[config.mk]
export PLATFORM = sky130hd
export DESIGN_NAME = ts_host_clock
export DESIGN_NICKNAME = d
export VERILOG_FILES = /design/src/rtl/ts_pkg.sv /design/src/rtl/ts_local_ctr.sv /design/src/rtl/ts_store.sv /design/src/rtl/ts_calc.sv /design/src/rtl/ts_resp_fsm.sv /design/src/rtl/ts_host_clock.sv
export SDC_FILE = /design/constraint.sdc
export NUM_CORES = 1
export LEC_CHECK = 0
export ABC_AREA = 1
export BUFFER_PORTS_ARGS = -buffer_cell sky130_fd_sc_hd__buf_2
export CAP_MARGIN = 20
export CORE_MARGIN = 5
export CORE_UTILIZATION = 45
export DETAILED_ROUTE_END_ITERATION = 10
export SYNTH_ARGS = -nofsm -noshare
export SYNTH_HDL_FRONTEND = slang
export SYNTH_SLANG_ARGS = --single-unit
export TNS_END_PERCENT = 5
[constraint.sdc]
create_clock -name clk -period 7.5 [get_ports clk]
set_input_delay 0.375 -clock clk [delete_from_list [all_inputs] [get_ports clk]]
set_output_delay 0.375 -clock clk [all_outputs]
set_load 0.02 [all_outputs]
[src/rtl/ts_pkg.sv]
package ts_pkg;
    typedef enum logic [1:0] {
        ST_IDLE   = 2'd0,
        ST_REPORT = 2'd1,
        ST_STREAM = 2'd2
    } resp_state_e;
endpackage

[src/rtl/ts_local_ctr.sv]
module ts_local_ctr #(
    parameter int TS_W       = 64,
    parameter int NS_PER_CLK = 10
) (
    input  logic            clk,
    input  logic            rst_n,
    output logic [TS_W-1:0] now
);
    localparam logic [TS_W-1:0] STEP = TS_W'(NS_PER_CLK);

    logic [TS_W-1:0] cnt_q;

    always_ff @(posedge clk) begin
        if (!rst_n) cnt_q <= '0;
        else        cnt_q <= cnt_q + STEP;
    end

    assign now = cnt_q;

    // time base moves by one step per clock
    p_ctr_step_r5: assert property (@(posedge clk) disable iff (!rst_n)
        1'b1 |=> (cnt_q == $past(cnt_q) + STEP));
endmodule

[src/rtl/ts_store.sv]
module ts_store #(
    parameter int TS_W  = 64,
    parameter int LEN_W = 8
) (
    input  logic             clk,
    input  logic             rst_n,
    input  logic             set_req,
    input  logic [LEN_W-1:0] set_len,
    input  logic [TS_W-1:0]  set_value,
    input  logic [TS_W-1:0]  now,
    output logic             set_ok,
    output logic             time_valid,
    output logic [TS_W-1:0]  host_q,
    output logic [TS_W-1:0]  snap_q,
    output logic             set_ack,
    output logic             set_err
);
    localparam int SET_BYTES = TS_W / 8;
    localparam logic [LEN_W-1:0] LEN_OK = LEN_W'(SET_BYTES);

    assign set_ok = set_req && (set_len == LEN_OK);

    always_ff @(posedge clk) begin
        if (!rst_n) begin
            time_valid <= 1'b0;
            host_q     <= '0;
            snap_q     <= '0;
        end else if (set_ok) begin
            time_valid <= 1'b1;
            host_q     <= set_value;
            snap_q     <= now;
        end
    end

    always_ff @(posedge clk) begin
        if (!rst_n) begin
            set_ack <= 1'b0;
            set_err <= 1'b0;
        end else begin
            set_ack <= set_req;
            set_err <= set_req && !set_ok;
        end
    end

    // an accepted load is held and flagged valid
    p_load_taken_r3: assert property (@(posedge clk) disable iff (!rst_n)
        (set_req && set_len == LEN_OK) |=> (time_valid && host_q == $past(set_value) && set_ack && !set_err));
    // a wrong length leaves the stored time alone
    p_reject_hold_r4: assert property (@(posedge clk) disable iff (!rst_n)
        (set_req && set_len != LEN_OK) |=> ($stable(host_q) && $stable(snap_q) && $stable(time_valid) && set_err));
endmodule

[src/rtl/ts_calc.sv]
module ts_calc #(
    parameter int TS_W = 64
) (
    input  logic            time_valid,
    input  logic [TS_W-1:0] host_q,
    input  logic [TS_W-1:0] snap_q,
    input  logic [TS_W-1:0] now,
    input  logic            set_ok,
    input  logic [TS_W-1:0] set_value,
    output logic [TS_W-1:0] result
);
    logic [TS_W-1:0] elapsed;

    always_comb begin
        elapsed = now - snap_q;
        if (set_ok)          result = set_value;
        else if (time_valid) result = host_q + elapsed;
        else                 result = '0;
    end
endmodule

[src/rtl/ts_resp_fsm.sv]
module ts_resp_fsm
    import ts_pkg::*;
#(
    parameter int TS_W   = 64,
    parameter int BYTE_W = 8
) (
    input  logic              clk,
    input  logic              rst_n,
    input  logic              get_req,
    input  logic [TS_W-1:0]   result,
    output logic              busy,
    output logic              rd_valid,
    output logic [TS_W-1:0]   rd_value,
    output logic              ser_valid,
    output logic [BYTE_W-1:0] ser_byte,
    output logic              ser_last
);
    localparam int NBYTES = TS_W / BYTE_W;
    localparam int IDX_W  = $clog2(NBYTES);
    localparam logic [IDX_W-1:0] LAST_IDX = IDX_W'(NBYTES - 1);

    resp_state_e      state_q, state_d;
    logic [TS_W-1:0]  hold_q, shift_q;
    logic [IDX_W-1:0] idx_q;
    logic             accept;

    assign accept = (state_q == ST_IDLE) && get_req;

    always_comb begin
        state_d = state_q;
        unique case (state_q)
            ST_IDLE:   if (get_req) state_d = ST_REPORT;
            ST_REPORT: state_d = ST_STREAM;
            ST_STREAM: if (idx_q == LAST_IDX) state_d = ST_IDLE;
            default:   state_d = ST_IDLE;
        endcase
    end

    always_ff @(posedge clk) begin
        if (!rst_n) state_q <= ST_IDLE;
        else        state_q <= state_d;
    end

    always_ff @(posedge clk) begin
        if (!rst_n) begin
            hold_q  <= '0;
            shift_q <= '0;
            idx_q   <= '0;
        end else if (accept) begin
            hold_q  <= result;
            shift_q <= result;
            idx_q   <= '0;
        end else if (state_q == ST_STREAM) begin
            shift_q <= shift_q >> BYTE_W;
            idx_q   <= idx_q + 1'b1;
        end
    end

    always_comb begin
        busy      = (state_q != ST_IDLE);
        rd_valid  = (state_q == ST_REPORT);
        rd_value  = hold_q;
        ser_valid = (state_q == ST_STREAM);
        ser_byte  = shift_q[BYTE_W-1:0];
        ser_last  = (state_q == ST_STREAM) && (idx_q == LAST_IDX);
    end

    // result strobe lasts a single cycle
    p_rd_pulse_r6: assert property (@(posedge clk) disable iff (!rst_n)
        rd_valid |=> !rd_valid);
    // bytes begin right after the result strobe
    p_stream_follows_r7: assert property (@(posedge clk) disable iff (!rst_n)
        rd_valid |=> ser_valid);
    // the last-byte marker only with a byte
    p_last_in_stream_r7: assert property (@(posedge clk) disable iff (!rst_n)
        ser_last |-> ser_valid);
    // a read while busy starts nothing
    p_busy_drop_r8: assert property (@(posedge clk) disable iff (!rst_n)
        (busy && get_req) |=> !rd_valid);
endmodule

[src/rtl/ts_host_clock.sv]
module ts_host_clock #(
    parameter int TS_W       = 64,
    parameter int LEN_W      = 8,
    parameter int NS_PER_CLK = 10
) (
    input  logic             clk,
    input  logic             rst_n,
    input  logic             set_req,
    input  logic [LEN_W-1:0] set_len,
    input  logic [TS_W-1:0]  set_value,
    input  logic             get_req,
    output logic             set_ack,
    output logic             set_err,
    output logic             busy,
    output logic             rd_valid,
    output logic [TS_W-1:0]  rd_value,
    output logic             ser_valid,
    output logic [7:0]       ser_byte,
    output logic             ser_last
);
    logic [TS_W-1:0] now, host_q, snap_q, result;
    logic            set_ok, time_valid;

    ts_local_ctr #(.TS_W(TS_W), .NS_PER_CLK(NS_PER_CLK)) u_ctr (
        .clk(clk), .rst_n(rst_n), .now(now)
    );

    ts_store #(.TS_W(TS_W), .LEN_W(LEN_W)) u_store (
        .clk(clk), .rst_n(rst_n), .set_req(set_req), .set_len(set_len),
        .set_value(set_value), .now(now), .set_ok(set_ok),
        .time_valid(time_valid), .host_q(host_q), .snap_q(snap_q),
        .set_ack(set_ack), .set_err(set_err)
    );

    ts_calc #(.TS_W(TS_W)) u_calc (
        .time_valid(time_valid), .host_q(host_q), .snap_q(snap_q), .now(now),
        .set_ok(set_ok), .set_value(set_value), .result(result)
    );

    ts_resp_fsm #(.TS_W(TS_W), .BYTE_W(8)) u_fsm (
        .clk(clk), .rst_n(rst_n), .get_req(get_req), .result(result),
        .busy(busy), .rd_valid(rd_valid), .rd_value(rd_value),
        .ser_valid(ser_valid), .ser_byte(ser_byte), .ser_last(ser_last)
    );

    // with no load ever taken, a result is zero
    p_zero_unloaded_r2: assert property (@(posedge clk) disable iff (!rst_n)
        (get_req && !busy && !time_valid && !set_req) |=> (rd_valid && rd_value == '0));
endmodule

==> flow_metrics.env <==
export IMPL_clockRootBuffer="clkbuf_16"
export IMPL_grt_util_all_layers_pct=28.8
export IMPL_min_path_cells=3
export IMPL_finClkSkew_ns=0.0149
export IMPL_path_cells="inv_1 > fa_1 > inv_1 > ha_1 > nand2_1 > nor2_1 > inv_1 > nor2_1 > inv_1 > nor3_1 > nand3_1 > nand2_1 > nand2_1 > nand3_1 > nand2_1 > nand2_1 > nand2_1"
export IMPL_regToRegStartpoint="u_ctr.now[49]"
export IMPL_grt_pass1_vias=19500
export IMPL_gp_congestion=0.971
export IMPL_final_cell_mix="nand2_1 (782), inv_1 (574), a21oi_1 (326), dfxtp_1 (326), nor2_1 (238)"
export IMPL_dr_pass1_iters=6
export IMPL_cellLeakagePower_nw=11.1
export IMPL_final_common_cell="nand2_1"
export IMPL_cts_buffer_depth=3
export IMPL_antenna_found_initial=0
export IMPL_status="finished, final reports clean"
export IMPL_antenna_left=0
export IMPL_synth_cell_types=50
export IMPL_synth_compound_area_share_pct=15.8
export IMPL_setup_tns_ns=0
export IMPL_die_w_um=222
export IMPL_grt_pass1_wl_um=112000
export IMPL_hp_class="in2reg"
export IMPL_vias=20100
export IMPL_critPathCaptureType="flop"
export IMPL_postSynthAreaPerCell_um2=6.55
export IMPL_path_buf_inv=4
export IMPL_crit_path_max_incr_delay_ns=0.56
export IMPL_dieHeight_um=222
export IMPL_preCtsSetupSlack_ns=3.84
export IMPL_rrSetupSlack_ns=3.76
export IMPL_arrival_ns=4.18
export IMPL_post_cts_buffers=0
export IMPL_clk_pin_slew_ns=0.06
export IMPL_layout_drive_gt1_share_pct=8.97
export IMPL_hp_start="set_req"
export IMPL_p_total_mw=4.43
export IMPL_fin_crit_ns=3.74
export IMPL_cts_max_level=2
export IMPL_required_ns=7.95
export IMPL_synth_top_cell_area_share_pct=32.2
export IMPL_cts_sinks=326
export IMPL_synth_top_family_by_area="simple AND/OR/NAND/NOR gates"
export IMPL_hold_end="u_store.set_ack"
export IMPL_dp_cells=3747
export IMPL_setup_viol_count_final=0
export IMPL_ys_warn_count=0
export IMPL_ys_top_cells_by_area="dfxtp_1 (32%), nand2_1 (15%), inv_1 (11%), a21oi_1 (8.1%), fa_1 (6.2%)"
export IMPL_cp_top_family="simple AND/OR/NAND/NOR gates"
export IMPL_max_cap_violations=0
export IMPL_drtIter0Drc=1707
export IMPL_numCtsBuffers=39
export IMPL_vias_per_cell=5.27
export IMPL_synth_fa_ha_area_share_pct=10.2
export IMPL_ys_seq_area_share_pct=32.2
export IMPL_synthMuxAreaShare_pct=0
export IMPL_worst_r2r_endpoint="u_fsm.rd_value[59]"
export IMPL_core_mm2=0.0443
export IMPL_synth_nets=3292
export IMPL_start_util_pct=45.7
export IMPL_rsz0062_at_grt="no"
export IMPL_yosys_most_used_dff="dfxtp_1"
export IMPL_insertion_delay_ns=0.56
export IMPL_synth_edf_count=0
export IMPL_io_buffers=153
export IMPL_fin_ws_ns=3.76
export IMPL_reg2regPathDepth=17
export IMPL_syn_inst=3089
export IMPL_hold_buffers=0
export IMPL_syn_area_mm2=0.0202
export IMPL_tritoncts="built"
export IMPL_row_count=77
export IMPL_die_area_mm2=0.0493
export IMPL_utilization_pct=51.3
export IMPL_cpMostUsedCell="nand2_1"
export IMPL_path_max_fanout=5
export IMPL_power_per_cell_area_mw_per_mm2=195
export IMPL_grt_ovfl_total=0
export IMPL_area_growth_pct=12.3
export IMPL_synth_seq_cells=326
export IMPL_layoutNonFillerInstCount=3813
export IMPL_io_pins=154
export IMPL_hold_violations=0
export IMPL_wirelength_um=73200
export IMPL_fmax_mhz=267
export IMPL_wl_per_cell_um=19.2
export IMPL_synthSimpleGateAreaFrac_pct=28.1
export IMPL_relSlewSlack_pct=34.6
export IMPL_slowest_stage="fa_1"
export IMPL_final_nets=3399
export IMPL_dp_hpwl_um=57500
export IMPL_async_flop_share_pct=0
export IMPL_crit_path_start_kind="flop"
export IMPL_slew_violations=0
export IMPL_peakVddDrop_mv=0.157
export IMPL_period_share_pct=49.9
export IMPL_path_class="reg2reg"
export IMPL_diodes=0
export IMPL_cts_resized=0
export IMPL_synth_top_cell_by_area="dfxtp_1"
export IMPL_tightest_slew_ns=0.981
export IMPL_synth_xor_area_share_pct=0.606
export IMPL_grt_max_degree=97
export IMPL_drc_errors=0
-- registers in the layout (all words and copies together), names as in the netlist --
register,cells
u_fsm.state_q,2
u_fsm.shift_q,64
u_store.snap_q,63
u_store.set_ack,1
u_ctr.now,63
u_store.set_err,1
u_store.host_q,64
u_fsm.idx_q,3
u_fsm.rd_value,64
u_store.time_valid,1
-- synthesized netlist by cell type (all sizes together), types with 4 or more instances --
cell,count
nor3b,7
a21oi,326
dfxtp,326
or2,10
and3,5
o211a,7
nor3,73
nand2,792
nor4,14
clkinv,4
clkbuf,64
nand3,136
nand4,21
a22oi,5
a31oi,25
inv,585
nor2,255
xor2,12
o21ai,216
nand3b,11
fa,63
ha,64
buf,36
o21bai,16
-- cell families (layout without fill, tap and decap cells) --
kind of cell,count (synthesis),in the layout
adder cells (fa/ha/maj),127,127
buffers and inverters,689,821
AND/OR/NAND/NOR,1325,1325
XOR/XNOR,14,14
flip-flops,326,326
AO/OA/AOI/OAI,608,608
-- power breakdown --
group / switching [mW] / leakage [nW] / total, mW / internal [mW]
clock network: 0.770 / 0.643 / 1.97 / 1.20
registers: 0.0312 / 2.64 / 1.81 / 1.78
logic: 0.464 / 7.80 / 0.644 / 0.180
-- tightest hold or removal path, stage by stage --
cell     delay, ns
buf_2         0.09
nand2_1       0.06
inv_1         0.04
-- layer usage --
layer,GRT usage (%),vias up,part of all wire (%)
met5,0,-,0
li1,-,9941,-
met1,36.0,9352,41
met2,50.7,684,49
met3,3.26,123,6.1
met4,11.9,0,4.5
-- stage by stage --
stage	area [um^2]	hold WS, ns
CTS	22700	0.0224
finish	22700	0.0387
detailed placement	21400	0.437
global route	22700	0.0472
floorplan	20200	0.421
global placement	21400	0.436
-- worst max-delay path by stage --
stage	endpoint	start	slack, ns	cells past startpoint
2_1_floorplan	u_fsm.shift_q[29]	u_ctr.now[2]	4.84	15
3_3_place_gp	u_fsm.rd_value[59]	u_store.host_q[50]	3.83	17
3_5_place_dp	u_fsm.rd_value[59]	u_ctr.now[49]	3.84	17
4_1_cts	u_fsm.rd_value[59]	u_ctr.now[49]	3.83	17
5_1_grt	u_fsm.rd_value[59]	u_ctr.now[49]	3.59	17
6_report	u_fsm.rd_value[59]	u_ctr.now[49]	3.76	17
-- final cells by class --
class                      count  area [um^2]
fill                        4591        21600
multi-input combinational   2074        11100
sequential                   326         6530
inverter                     589         2220
clock buffer                  57         1160
timing repair buffer         166          866
tap                          592          741
clock inverter                 9          149
(Power assumes the default switching activity.)
